[src/rtl/rns_rev4_pkg.sv]
package rns_rev4_pkg;

    // Carry structure used by every internal carry-propagate adder
    typedef enum logic [0:0] {
        ARCH_RIPPLE = 1'b0,
        ARCH_PREFIX = 1'b1
    } adder_arch_e;

endpackage

[src/rtl/rns_cpa.sv]
// W-bit carry-propagate adder; the carry structure is picked by ARCH.
module rns_cpa #(
    parameter int W = 8,
    parameter rns_rev4_pkg::adder_arch_e ARCH = rns_rev4_pkg::ARCH_PREFIX
) (
    input  logic [W-1:0] a_i,
    input  logic [W-1:0] b_i,
    input  logic         cin_i,
    output logic [W-1:0] sum_o,
    output logic         cout_o
);
    localparam int LV = (W > 1) ? $clog2(W) : 1;

    wire [W-1:0] half = a_i ^ b_i;

    if (ARCH == rns_rev4_pkg::ARCH_RIPPLE) begin : g_ripple
        wire [W:0] cy;
        assign cy[0] = cin_i;
        for (genvar i = 0; i < W; i++) begin : g_bit
            assign cy[i+1] = (a_i[i] & b_i[i]) | (half[i] & cy[i]);
        end
        assign sum_o  = half ^ cy[W-1:0];
        assign cout_o = cy[W];
    end else begin : g_prefix
        // Log-depth prefix tree; carry-in folded into bit 0 generate
        for (genvar l = 0; l <= LV; l++) begin : lv
            wire [W-1:0] g;
            wire [W-1:0] p;
            if (l == 0) begin : g_base
                for (genvar i = 0; i < W; i++) begin : g_bit
                    if (i == 0) begin : g_lsb
                        assign g[i] = (a_i[i] & b_i[i]) | (half[i] & cin_i);
                    end else begin : g_rest
                        assign g[i] = a_i[i] & b_i[i];
                    end
                    assign p[i] = half[i];
                end
            end else begin : g_merge
                for (genvar i = 0; i < W; i++) begin : g_bit
                    if (i >= (1 << (l - 1))) begin : g_join
                        assign g[i] = lv[l-1].g[i] | (lv[l-1].p[i] & lv[l-1].g[i-(1<<(l-1))]);
                        assign p[i] = lv[l-1].p[i] & lv[l-1].p[i-(1<<(l-1))];
                    end else begin : g_pass
                        assign g[i] = lv[l-1].g[i];
                        assign p[i] = lv[l-1].p[i];
                    end
                end
            end
        end
        assign sum_o  = half ^ {lv[LV].g[W-2:0], cin_i};
        assign cout_o = lv[LV].g[W-1];
    end

endmodule

[src/rtl/rns_csa_eac.sv]
// Three-operand carry-save row modulo 2^K-1: the top carry wraps to bit 0.
module rns_csa_eac #(
    parameter int K = 8
) (
    input  logic [K-1:0] a_i,
    input  logic [K-1:0] b_i,
    input  logic [K-1:0] c_i,
    output logic [K-1:0] sum_o,
    output logic [K-1:0] cy_o
);
    logic [K-1:0] maj;

    always_comb begin
        sum_o = a_i ^ b_i ^ c_i;
        maj   = (a_i & b_i) | (a_i & c_i) | (b_i & c_i);
        cy_o  = {maj[K-2:0], maj[K-1]};
    end

endmodule

[src/rtl/rns_modadd.sv]
// Adder modulo 2^K-1 with end-around carry; an all-ones sum is returned as zero.
module rns_modadd #(
    parameter int K = 8,
    parameter rns_rev4_pkg::adder_arch_e ARCH = rns_rev4_pkg::ARCH_PREFIX
) (
    input  logic [K-1:0] a_i,
    input  logic [K-1:0] b_i,
    output logic [K-1:0] y_o
);
    logic [K-1:0] raw_sum;
    logic [K-1:0] wrap_sum;
    logic         raw_co;
    logic         wrap_co;

    rns_cpa #(.W(K), .ARCH(ARCH)) u_raw (
        .a_i   (a_i),
        .b_i   (b_i),
        .cin_i (1'b0),
        .sum_o (raw_sum),
        .cout_o(raw_co)
    );

    // Re-inject the carry-out; this second pass cannot overflow again
    rns_cpa #(.W(K), .ARCH(ARCH)) u_wrap (
        .a_i   (raw_sum),
        .b_i   ({K{1'b0}}),
        .cin_i (raw_co),
        .sum_o (wrap_sum),
        .cout_o(wrap_co)
    );

    assign y_o = ((&wrap_sum) | wrap_co) ? {K{1'b0}} : wrap_sum;

endmodule

[src/rtl/rns_mod3.sv]
// |a + b + c| mod 2^K-1, then multiplied by 2^ROT (a left rotation).
module rns_mod3 #(
    parameter int K   = 8,
    parameter int ROT = 1,
    parameter rns_rev4_pkg::adder_arch_e ARCH = rns_rev4_pkg::ARCH_PREFIX
) (
    input  logic [K-1:0] a_i,
    input  logic [K-1:0] b_i,
    input  logic [K-1:0] c_i,
    output logic [K-1:0] y_o
);
    logic [K-1:0] row_sum;
    logic [K-1:0] row_cy;
    logic [K-1:0] resid;

    rns_csa_eac #(.K(K)) u_row (
        .a_i  (a_i),
        .b_i  (b_i),
        .c_i  (c_i),
        .sum_o(row_sum),
        .cy_o (row_cy)
    );

    rns_modadd #(.K(K), .ARCH(ARCH)) u_add (
        .a_i(row_sum),
        .b_i(row_cy),
        .y_o(resid)
    );

    if (ROT == 0) begin : g_plain
        assign y_o = resid;
    end else begin : g_rot
        assign y_o = {resid[K-1-ROT:0], resid[K-1:K-ROT]};
    end

endmodule

[src/rtl/rns_rev4.sv]
// Residue-to-binary converter for {2^N, 2^(2N+1)-1, 2^N+1, 2^N-1}
module rns_rev4 #(
    parameter int N = 10,
    parameter rns_rev4_pkg::adder_arch_e ARCH = rns_rev4_pkg::ARCH_PREFIX,
    parameter bit OUT_REG = 1'b1
) (
    input  logic             clk,
    input  logic             rst_n,
    input  logic [N-1:0]     x1_i,
    input  logic [2*N:0]     s2_i,
    input  logic [2*N:0]     c2_i,
    input  logic [N:0]       x3_i,
    input  logic [N-1:0]     s4_i,
    input  logic [N-1:0]     c4_i,
    output logic [5*N:0]     x_o
);
    localparam int W2 = 2 * N + 1;   // width of the 2^(2N+1)-1 channel
    localparam int WY = 2 * N;       // width of Y and of the final modulus
    localparam int WZ = 3 * N + 1;   // width of Z
    localparam int XW = 5 * N + 1;   // width of the result

    typedef struct packed {
        logic [XW-1:0] x;
    } out_s;

    out_s st_d, st_q;

    // ---- first level, Z branch: x1 with the (s2, c2) pair ----
    logic [W2-1:0] t1;
    logic [WZ-1:0] z_val;

    rns_mod3 #(.K(W2), .ROT(N + 1), .ARCH(ARCH)) u_zdiff (
        .a_i(s2_i),
        .b_i(c2_i),
        .c_i(~{{(N + 1){1'b0}}, x1_i}),
        .y_o(t1)
    );

    assign z_val = {t1, x1_i};

    // ---- first level, Y branch: x3 with the (s4, c4) pair ----
    logic [N-1:0] x3_fold;
    logic [N-1:0] t2;

    // 2^N is congruent to 1 modulo 2^N-1 and only occurs with low bits clear
    assign x3_fold = {x3_i[N-1:1], x3_i[0] | x3_i[N]};

    rns_mod3 #(.K(N), .ROT(N - 1), .ARCH(ARCH)) u_ydiff (
        .a_i(s4_i),
        .b_i(c4_i),
        .c_i(~x3_fold),
        .y_o(t2)
    );

    // Y = x3 + t2*2^N + t2 via one carry-save row and one adder
    logic [WY-1:0] y_rs;
    logic [WY-1:0] y_rc;
    logic [WY-1:0] y_val;
    logic          y_carry_unused;

    always_comb begin
        logic [WY-1:0] op_a, op_b, op_c;
        op_a = {t2, {N{1'b0}}};
        op_b = {{N{1'b0}}, t2};
        op_c = {{(N - 1){1'b0}}, x3_i};
        y_rs = op_a ^ op_b ^ op_c;
        y_rc = {((op_a[WY-2:0] & op_b[WY-2:0]) | (op_a[WY-2:0] & op_c[WY-2:0])
                 | (op_b[WY-2:0] & op_c[WY-2:0])), 1'b0};
    end

    rns_cpa #(.W(WY), .ARCH(ARCH)) u_yadd (
        .a_i   (y_rs),
        .b_i   (y_rc),
        .cin_i (1'b0),
        .sum_o (y_val),
        .cout_o(y_carry_unused)
    );

    // ---- second level: |2^N (Y - Z)| mod 2^(2N)-1, Z folded in two chunks ----
    logic [WY-1:0] t3;

    rns_mod3 #(.K(WY), .ROT(N), .ARCH(ARCH)) u_xdiff (
        .a_i(y_val),
        .b_i(~z_val[WY-1:0]),
        .c_i(~{{(N - 1){1'b0}}, z_val[WZ-1:WY]}),
        .y_o(t3)
    );

    // X = Z + t3*2^(3N+1) - t3*2^N
    logic [XW-1:0] x_rs;
    logic [XW-1:0] x_rc;
    logic [XW-1:0] x_full;
    logic          x_carry_unused;

    always_comb begin
        logic [XW-1:0] op_a, op_b, op_c;
        op_a = {{(XW - WZ){1'b0}}, z_val};
        op_b = {t3, {WZ{1'b0}}};
        op_c = ~{{(W2){1'b0}}, t3, {N{1'b0}}};
        x_rs = op_a ^ op_b ^ op_c;
        x_rc = {((op_a[XW-2:0] & op_b[XW-2:0]) | (op_a[XW-2:0] & op_c[XW-2:0])
                 | (op_b[XW-2:0] & op_c[XW-2:0])), 1'b0};
    end

    rns_cpa #(.W(XW), .ARCH(ARCH)) u_xadd (
        .a_i   (x_rs),
        .b_i   (x_rc),
        .cin_i (1'b1),
        .sum_o (x_full),
        .cout_o(x_carry_unused)
    );

    // ---- next-state and output register ----
    always_comb begin
        st_d   = st_q;
        st_d.x = x_full;
    end

    if (OUT_REG) begin : g_reg
        always_ff @(posedge clk or negedge rst_n) begin
            if (!rst_n) begin
                st_q <= '0;
            end else begin
                st_q <= st_d;
            end
        end
    end else begin : g_comb
        assign st_q = st_d;
    end

    assign x_o = st_q.x;

endmodule

[config.mk]
export PLATFORM = sky130hd
export DESIGN_NAME = rns_rev4
export DESIGN_NICKNAME = d
export VERILOG_FILES = /design/src/rtl/rns_rev4_pkg.sv /design/src/rtl/rns_cpa.sv /design/src/rtl/rns_csa_eac.sv /design/src/rtl/rns_modadd.sv /design/src/rtl/rns_mod3.sv /design/src/rtl/rns_rev4.sv
export SDC_FILE = /design/constraint.sdc
export NUM_CORES = 1
export LEC_CHECK = 0
export ABC_AREA = 1
export BUFFER_PORTS_ARGS = -buffer_cell sky130_fd_sc_hd__buf_2
export CORE_UTILIZATION = 55
export CTS_BUF_LIST = sky130_fd_sc_hd__clkbuf_4 sky130_fd_sc_hd__clkbuf_8
export CTS_CLUSTER_DIAMETER = 120
export DETAILED_ROUTE_END_ITERATION = 8
export PLACE_DENSITY = 0.84
export SLEW_MARGIN = 25
export SYNTH_ARGS = -nofsm -noshare
export SYNTH_HDL_FRONTEND = slang
export SYNTH_SLANG_ARGS = --single-unit
[constraint.sdc]
create_clock -name clk -period 0.8 [get_ports clk]
set_input_delay 0.08 -clock clk [delete_from_list [all_inputs] [get_ports clk]]
set_output_delay 0.08 -clock clk [all_outputs]
set_load 0.05 [all_outputs]
==> results of run 1 <==
## through the flow
| stage | cells | hold WS (ns) | utilization [%] | TNS, ns | setup WS, ns |
|---|---|---|---|---|---|
| 4_1_cts | 3110 | 0.0998 | 97.3 | -421.40 | -10.27 |
| 2_1_floorplan | 2020 | -0.216 | - | -379.26 | -9.62 |
| 3_3_place_gp | 3011 | 0.0805 | 84.9 | -409.50 | -10.26 |
| 3_5_place_dp | 3011 | 0.0978 | 84.9 | -470.47 | -11.76 |
## logic make-up after synthesis
group                      count (synthesis)  share of synthesized area, %
and+or+nand+nor                          984                          35.4
buffers and inverters                    485                          15.2
AOI/OAI and AO/OA                        212                          9.79
adders and majority gates                205                          23.1
xor gates and xnor gates                  83                          6.07
DFF                                       51                          10.4
## what timing repair did
item,in CTS
gates resized for setup,429
gates cloned,2
pin swaps,169
hold endpoints to repair,51
hold buffers,1
setup endpoints to repair,101
setup buffers,94
## synth_stat cells (2+ instances only)
cell type | number | area (um2)
a211oi_1 | 2 | 15.0
a21boi_0 | 4 | 30.0
a21o_1 | 3 | 22.5
a21oi_1 | 109 | 546
a21oi_2 | 2 | 17.5
a31oi_1 | 9 | 56.3
and2_1 | 5 | 31.3
buf_4 | 3 | 22.5
buf_6 | 3 | 33.8
dfrtp_1 | 51 | 1280
fa_1 | 35 | 701
ha_1 | 170 | 2130
inv_1 | 453 | 1700
inv_2 | 24 | 90.1
nand2_1 | 512 | 1920
nand2_2 | 11 | 68.8
nand3_1 | 120 | 601
nand3_2 | 17 | 170
nand3b_1 | 9 | 67.6
nand4_1 | 58 | 363
nand4_2 | 4 | 50.1
nor2_1 | 197 | 739
nor2_2 | 11 | 68.8
nor2_4 | 3 | 33.8
nor3_1 | 23 | 115
nor4_1 | 4 | 25.0
nor4b_1 | 2 | 17.5
o21a_1 | 10 | 75.1
o21ai_0 | 50 | 250
o21ai_2 | 2 | 17.5
o21bai_1 | 7 | 52.6
o221ai_1 | 3 | 26.3
o31ai_1 | 6 | 45.0
or2_2 | 3 | 18.8
xnor2_1 | 28 | 245
xnor2_2 | 2 | 32.5
xor2_1 | 53 | 464
## layer usage
metal | GRT overflow | global-route usage, %
met3 | 35 | 73.1
met2 | 2250 | 151
met4 | 512 | 120
met5 | 13 | 53.2
met1 | 43 | 87.2
==> results.ini, run 1 <==
[synth]
async_flop_share_pct = 100
netlist_instances = 2020
synth_seq_cells = 51
syn-cell-area_um2 = 12200
synthFlopType = dfrtp_1
synth_seq_area_share_pct = 10.4
synth-edff-count = 0
avgSynthCellArea_um2 = 6.05
syn_nets = 2310
ys_warn_count = 0
synthDistinctLibCells = 49

[clock_tree]
h-tree-depth = 2
cts_buffer_depth = 2
cts_buffers = 5
cts-root-buf = clkbuf_8
clock_sinks = 51

[global_routing]
grt_pass1_wl_um = 179000
grt_overflow = 2853
grtUsageTotal_pct = 105
grt_max_degree = 52
grt_pass1_vias = 27200

[floorplanning]
rows = 54
start_util_pct = 56.0
ios = 136
die_h_um = 151
fp.dieW_um = 151

[status]
status = aborted with a tool error
error = [ERROR GRT-0116] Global routing finished with congestion. Check the congestion regions in the DRC Viewer.
stop_stage = global routing (5_1_grt)

[placed_design]
dp_hpwl_um = 48400
place_area_um2 = 18500
finalWeightedCongestion = 1.19
port_buffers = 135

==> run 2: changes to the inputs <==
- CORE_UTILIZATION: 55 -> 40
- CTS_BUF_LIST: sky130_fd_sc_hd__clkbuf_4 sky130_fd_sc_hd__clkbuf_8 -> default
- CTS_CLUSTER_DIAMETER: 120 -> default
- PLACE_DENSITY: 0.84 -> default
- PLACE_DENSITY_LB_ADDON: default -> 0.15
- clock period: 0.8 -> 1.04 ns (I/O delays scaled with it)
==> results.ini, run 2 <==
[status]
status = finished with violations
failed_checks = negative setup slack

[detailed_routing]
drtIter0Drc = 1124
wl_per_cell_um = 16.6
ant_nets = 0
routed_wl_um = 54700
drt_first_pass_iters = 6
drc = 0
viasPerCell = 5.11
vias = 16800

[placed_design]
finalWeightedCongestion = 0.973  ; -18%
port_buffers = 135  ; unchanged
place_inst = 3163  ; +5.0%
dp_hpwl_um = 38900  ; -20%
post-place-ws_ns = -10.60  ; +1.16 ns

[synth]
synth_most_common_cell = nand2_1
synthFlopType = dfrtp_1
synthDistinctLibCells = 49  ; unchanged
syn_nets = 2310  ; unchanged
synth_top_area_share_pct = 17.4  ; unchanged
synth.area.top_cells = ha_1 (17%), nand2_1 (16%), inv_1 (14%)
avgSynthCellArea_um2 = 6.05  ; unchanged
synth_common_cells = nand2_1 (512), inv_1 (453), nor2_1 (197), ha_1 (170), nand3_1 (120)
syn-cell-area_um2 = 12200  ; unchanged
async_flop_share_pct = 100  ; unchanged
synth.largest_area_cell = ha_1
netlist_instances = 2020  ; unchanged
synth-edff-count = 0  ; unchanged
ys_warn_count = 0  ; unchanged
synth_seq_cells = 51  ; unchanged
synth_seq_area_share_pct = 10.4  ; unchanged

[global_routing]
antenna_found_initial = 0
grt_max_degree = 34
grtUsageTotal_pct = 31.5
grt_pass1_vias = 16400
grt_overflow = 0
grt_pass1_wl_um = 78700

[setup_path]
endpoint = x_o[28]
path_class = input pin to flip-flop
critPathLaunch = x3_i[0]
cp_max_fo = 5
end_kind = flip-flop
critPathMaxStageDelay_ns = 0.44
slowest_stage = fa_1
cp-start-kind = input pin
required_ns = 1.26
arrival_ns = 11.45

[timing]
max_slew_margin_pct = 55.9
finalCriticalPeriod_ns = 11.23
rsz0062_at_grt = true
fin_crit_sh_pct = 1080
drv_slew = 0
final-setup-viol-count = 47
max_freq_mhz = 89.0
worst_pin_slew_ns = 0.653
hold_viol_final = 0
worst_slack_ns = -10.19

[finish]
fillers = 2281
final_layout_size_suffix_gt1_share_pct = 46.4
multiInputGateArea_um2 = 11800
final_common_cell = buf_4
final_cells = 3291
largest_reg_flops = 51
layout_common_cells = buf_4 (679), nand2_1 (451), inv_1 (411)
area_growth_pct = 81.3
seq_area_um2 = 1280
nNetsFinal = 3190
n_antenna_cell = 0

[floorplanning]
ios = 136  ; unchanged
die_h_um = 177  ; +17%
core_region_area_um2 = 29900
rows = 63  ; +17%
start_util_pct = 40.9  ; -15 points
fp.dieW_um = 177  ; +17%
dieArea_um2 = 31300

[clock_tree]
clock_sinks = 51  ; unchanged
cts_buffers = 5  ; unchanged
cts-root-buf = clkbuf_16
cts_tree = built
cts_buffer_depth = 2  ; unchanged
path_clk_slew_ns = 0.07
h-tree-depth = 2  ; unchanged

[min_path]
hold_depth = 2
min_from = x1_i[0]
hp-class = input pin to flip-flop

[flow_run]
drv_cap = 0

run 2: cell counts after synthesis:
No cell type changed its count.
run 2: worst min path at each step:
stage | to | slack, ns
detailed placement | x_o[4] | -0.003
global placement | x_o[4] | -0.007
floorplan | x_o[0] | -0.19
global route | x_o[0] | 0.13
CTS | x_o[0] | 0.12
finish | x_o[0] | 0.12
run 2: area by class of cell:
class                      count  share of cell area (%)
clock buffer                   6                   0.626
clock inverter                 2                  0.0621
inverter                     478                    8.24
multi-input combinational   1484                    53.2
sequential                    51                    5.76
tap                          390                    2.20
timing repair buffer         880                    29.9
run 2: through the flow:
step | hold WS [ns] | util (%) | setup TNS [ns] | cell area [um2]
2_1_floorplan | -0.192 | - | -369.30 | 13200
3_3_place_gp | -0.00699 | 63.5 | -409.29 | 19000
3_5_place_dp | -0.00261 | 63.5 | -418.11 | 19000
4_1_cts | 0.123 | 70.6 | -383.63 | 21100
5_1_grt | 0.126 | 74.2 | -430.16 | 22200
6_report | 0.121 | 74.2 | -407.46 | 22200
run 2: cells by family (layout without fill, tap and decap cells):
group                    count (synthesis)  in the layout  synth area share, %
AND/OR/NAND/NOR                        984            984                 35.4
AO/OA/AOI/OAI                          212            212                 9.79
flip-flops                              51             51                 10.4
adder cells (fa/ha/maj)                205            205                 23.1
XOR/XNOR                                83             83                 6.07
buffers and inverters                  485           1366                 15.2
run 2: repair_timing:
action	4_1_cts	5_1_grt
setup buffers	94	33
gates resized for setup	261	195
pin swaps	143	125
gates cloned	3	0
hold buffers	1	0
setup endpoints to repair	49	50
endpoints found under the hold margin	51	0
run 2: worst max-delay path, delay by kind of cell:
kind	cells	cell delay (ns)
XOR/XNOR	3	0.45
AND/OR/NAND/NOR	41	4.57
AO/OA/AOI/OAI	8	1.06
buffers and inverters	21	2.10
adder cells (fa/ha/maj)	12	3.10
run 2: routing by layer:
| metal | global-route usage (%) | part of all wire (%) |
|---|---|---|
| met5 | 0 | 0 |
| met4 | 14.3 | 6.1 |
| met3 | 1.93 | 5.4 |
| met2 | 59.7 | 50 |
| met1 | 35.7 | 38 |
Power of run 2 is left out: the tool's default activity adds up to more than one toggle a clock period on the data nets, which glitch-free logic cannot reach.
==> run 3: changes to the inputs <==
- GPL_TIMING_DRIVEN: default -> 0
==> results.ini, run 3 (synthesis results as in run 2) <==
[placed_design]
port_buffers = 135  ; unchanged
finalWeightedCongestion = 0.914  ; -6.0%
dp_hpwl_um = 32400  ; -17%
place_inst = 2545  ; -20%

[finish]
final_layout_size_suffix_gt1_share_pct = 34.9  ; -12 points
largest_reg_flops = 51  ; unchanged
final_common_cell = nand2_1
nNetsFinal = 2666  ; -16%
area_growth_pct = 48.9
final_cells = 2766  ; -16%
layout_common_cells = nand2_1 (456), inv_1 (412), buf_4 (197)
n_antenna_cell = 0  ; unchanged

[timing]
finalCriticalPeriod_ns = 11.61  ; +0.380 ns
rsz0062_at_grt = true
final-setup-viol-count = 43  ; -8.5%
worst_pin_slew_ns = 0.688  ; +0.0349 ns
max_slew_margin_pct = 54.0  ; -1.9 points
hold_viol_final = 0  ; unchanged
drv_slew = 0  ; unchanged
fin_crit_sh_pct = 1120  ; +37 points
max_freq_mhz = 86.1  ; -3.3%
worst_slack_ns = -10.57  ; -0.380 ns

[detailed_routing]
viasPerCell = 5.12  ; +0.23%
routed_wl_um = 42400  ; -22%
vias = 14200  ; -16%
drc = 0  ; unchanged
ant_nets = 0  ; unchanged
drt_first_pass_iters = 5  ; -1
drtIter0Drc = 743  ; -34%
wl_per_cell_um = 15.3  ; -7.7%

[setup_path]
arrival_ns = 11.83  ; +0.38 ns
cp_max_fo = 7  ; +2
required_ns = 1.26  ; about the same
cp-start-kind = input pin
path_class = input pin to flip-flop
critPathMaxStageDelay_ns = 0.46  ; +0.02 ns
end_kind = flip-flop
slowest_stage = fa_1

[global_routing]
grt_max_degree = 52  ; +53%
antenna_found_initial = 0  ; unchanged
grt_pass1_vias = 13700  ; -17%
grt_overflow = 0  ; unchanged
grt_pass1_wl_um = 65100  ; -17%
grtUsageTotal_pct = 26.0  ; -5.5 points

[clock_tree]
clock_sinks = 51  ; unchanged
cts_buffer_depth = 2  ; unchanged
path_clk_slew_ns = 0.06  ; about the same
h-tree-depth = 2  ; unchanged
cts-root-buf = clkbuf_16
cts_tree = built
cts_buffers = 5  ; unchanged

[floorplanning]
ios = 136  ; unchanged
fp.dieW_um = 177  ; unchanged
core_region_area_um2 = 29900  ; unchanged
rows = 63  ; unchanged
start_util_pct = 40.9  ; unchanged
die_h_um = 177  ; unchanged
dieArea_um2 = 31300  ; unchanged

[status]
failed_checks = negative setup slack
status = finished with violations

[flow_run]
drv_cap = 0  ; unchanged

[min_path]
hp-class = input pin to flip-flop

==> run 3: cell count changes in the layout (fill, tap and decap cells not counted), moves of 4 or more <==
| cell | delta |
|---|---|
| nand3_1 | -7 |
| buf_6 | -40 |
| buf_4 | -482 |
| nand2_1 | +5 |
| ha_4 | +4 |
| nand2_2 | -9 |
| xnor2_1 | +6 |
| nand3_2 | +4 |
| nand2_4 | +4 |
==> run 3: layout make-up <==
cell class                      instances  area [um2]
Fill cell                            2681       11700
Clock buffer                            6         129
Buffer                                  6        72.6
Tap cell                              390         488
Multi-Input combinational cell       1484       11900
Timing Repair Buffer                  350        2490
Inverter                              478        1830
Sequential cell                        51        1280
Clock inverter                          1        30.0
==> run 3: repair_timing <==
| action | CTS | global route |
|---|---|---|
| gates resized for setup | 320 | 129 |
| endpoints found under the hold margin | 52 | 0 |
| endpoints found under the setup margin | 46 | 46 |
| hold buffers | 2 | 0 |
| pin swaps | 181 | 130 |
| buffers inserted | 170 | 48 |
| gates cloned | 2 | 0 |
==> run 3: metal layers <==
| metal | global-route usage, % | part of all wire (%) | vias to the layer above | wire (um) |
|---|---|---|---|---|
| li1 | - | - | 7074 | - |
| met1 | 32.0 | 42 | 6545 | 18000 |
| met2 | 47.9 | 50 | 441 | 21200 |
| met3 | 0.687 | 3.6 | 112 | 1540 |
| met4 | 9.84 | 4.1 | 0 | 1730 |
| met5 | 0 | 0 | - | 0 |
==> run 3: path summary, 6_finish.rpt <==
check,start,to,slack (ns),depth (start not counted)
worst max-delay path,x3_i[0],x_o[25],-10.57,81
worst min-delay path,x1_i[0],x_o[1],0.09,2
max in group asynchronous,rst_n,x_o[36],0.28,2
min in group asynchronous,rst_n,x_o[0],0.35,2
==> run 3: critical path, delay by kind of cell <==
family          cells  cell delay, ns
compound gates      9            1.30
fa+ha+maj          13            3.38
simple gates       41            5.07
buf+inv            15            1.40
xor+xnor            3            0.50
==> run 3: stage by stage <==
stage,worst slack [ns],setup TNS [ns],hold slack (ns),util (%),cell area [um2]
CTS,-9.95,-396.44,0.0874,57.8,17300
global placement,-11.60,-456.38,0.343,47.9,14300
finish,-10.57,-421.65,0.0856,61.0,18200
floorplan,-9.40,-369.30,-0.192,-,13200
detailed placement,-11.69,-459.92,0.152,47.9,14300
global route,-11.16,-445.67,0.111,61.0,18200
Power of run 3 is left out for the same reason.
==> run 4: changes to the inputs <==
- TNS_END_PERCENT: default -> 20
==> results.ini, run 4 (synthesis results as in run 2) <==
[floorplanning]
dieArea_um2 = 31300  ; unchanged
ios = 136  ; unchanged
start_util_pct = 40.9  ; unchanged
fp.dieW_um = 177  ; unchanged
die_h_um = 177  ; unchanged
rows = 63  ; unchanged
core_region_area_um2 = 29900  ; unchanged

[timing]
max_slew_margin_pct = 55.9  ; +1.9 points
final-setup-viol-count = 45  ; +4.7%
hold_viol_final = 0  ; unchanged
finalCriticalPeriod_ns = 11.55  ; -0.0613 ns
drv_slew = 0  ; unchanged
max_freq_mhz = 86.6  ; +0.53%
fin_crit_sh_pct = 1110  ; -5.9 points
finalSetupTns_ns = -416.96  ; +4.69 ns
worst_pin_slew_ns = 0.659  ; -0.0285 ns
rsz0062_at_grt = true
worst_slack_ns = -10.51  ; +0.0613 ns

[min_path]
hp-class = input pin to flip-flop
min_from = x1_i[0]

[status]
failed_checks = negative setup slack
status = finished with violations

[setup_path]
slowest_stage = fa_1
critPathMaxStageDelay_ns = 0.46  ; about the same
endpoint = x_o[49]
critical_path_depth = 89  ; +9.9%
critPathLaunch = x3_i[10]
cp-start-kind = input pin
required_ns = 1.26  ; about the same
arrival_ns = 11.77  ; -0.06 ns
path_class = input pin to flip-flop
cp_num_buf_inv = 12  ; -3
end_kind = flip-flop
cpLargestDelayFamily = simple AND/OR/NAND/NOR gates
cp_max_fo = 6  ; -1

[detailed_routing]
ant_nets = 0  ; unchanged
wl_met1_um = 17400  ; -3.4%
routed_wl_um = 39600  ; -6.7%
vias = 13600  ; -4.3%
wl_met2_um = 19300  ; -8.9%
top_layer = met4
wl_met3_um = 1280  ; -17%
wl_per_cell_um = 14.6  ; -4.7%
drt_first_pass_iters = 5  ; unchanged
drc = 0  ; unchanged
viasPerCell = 5.00  ; -2.3%
drtIter0Drc = 757  ; +1.9%

[clock_tree]
h-tree-depth = 2  ; unchanged
path_clk_slew_ns = 0.06  ; about the same
cts_buffers = 5  ; unchanged
cts-root-buf = clkbuf_16
cts_tree = built
clock_sinks = 51  ; unchanged
cts_buffer_depth = 2  ; unchanged

[placed_design]
dp_hpwl_um = 32400  ; about the same
port_buffers = 135  ; unchanged
finalWeightedCongestion = 0.924  ; +1.1%
place_inst = 2546  ; +0.039%

[global_routing]
grtUsageTotal_pct = 25.4  ; -0.59 points
grt_pass1_vias = 13100  ; -3.8%
grt_pass1_wl_um = 63600  ; -2.2%
grt_overflow = 0  ; unchanged
grt_max_degree = 34  ; -35%
antenna_found_initial = 0  ; unchanged

[flow_run]
drv_cap = 0  ; unchanged

[finish]
final_cells = 2710  ; -2.0%
area_growth_pct = 38.8
fillers = 2866  ; +6.9%
largest_reg_flops = 51  ; unchanged
final_common_cell = nand2_1
final_layout_size_suffix_gt1_share_pct = 29.4  ; -5.5 points
n_antenna_cell = 0  ; unchanged
layout_common_cells = nand2_1 (471), inv_1 (432), nor2_1 (156)
nNetsFinal = 2609  ; -2.1%

==> run 4: cell count changes in the layout (fill, tap and decap cells not counted), moves of 7 or more <==
| cell | change |
|---|---|
| inv_2 | -14 |
| ha_4 | -11 |
| nand2_1 | +15 |
| buf_6 | -14 |
| a21oi_1 | +13 |
| buf_4 | -44 |
| ha_1 | +10 |
| nand2_4 | -10 |
| inv_1 | +20 |
| a21oi_2 | -8 |
| nor2_4 | -7 |
==> run 4: timing repair <==
action	4_1_cts	5_1_grt
endpoints found under the setup margin	48	47
pin swaps	130	98
hold endpoints to repair	19	0
gates resized for setup	216	111
hold buffers	2	0
buffers inserted	126	28
gates cloned	2	0
==> run 4: layout make-up <==
cell class	instances	area (um2)	area share (%)
flip-flops and latches	51	1280	7.52
clock buffers	7	133	0.781
clock inverters	1	5.00	0.0295
plain buffers	7	83.8	0.494
multi-input cells	1484	11200	66.1
well taps	390	488	2.87
repair buffers	292	1960	11.6
inverters	478	1800	10.6
==> run 4: how the worst min path moves through the flow <==
stage	endpoint	cells after the start	slack, ns
2_1_floorplan	x_o[0]	0	-0.19
3_3_place_gp	x_o[8]	1	0.34
6_report	x_o[1]	2	0.07
4_1_cts	x_o[1]	2	0.08
5_1_grt	x_o[1]	2	0.08
3_5_place_dp	x_o[4]	1	0.07
==> run 4: layer usage <==
| layer | global-route usage, % | vias up |
|---|---|---|
| li1 | - | 6947 |
| met1 | 30.7 | 6183 |
| met2 | 46.4 | 337 |
| met3 | 1.55 | 93 |
| met4 | 10.6 | 0 |
| met5 | 0 | - |
==> run 4: metrics by stage <==
step / instance area, um2 / setup slack [ns] / util, % / hold slack (ns)
after global routing: 17000 / -11.14 / 56.8 / 0.0813
after global placement: 14100 / -11.50 / 47.1 / 0.341
after CTS: 16300 / -10.14 / 54.6 / 0.0765
final: 17000 / -10.51 / 56.8 / 0.0731
after detailed placement: 14100 / -11.60 / 47.2 / 0.0688
after floorplan: 12900 / -9.40 / - / -0.192
Power of run 4 is left out for the same reason.
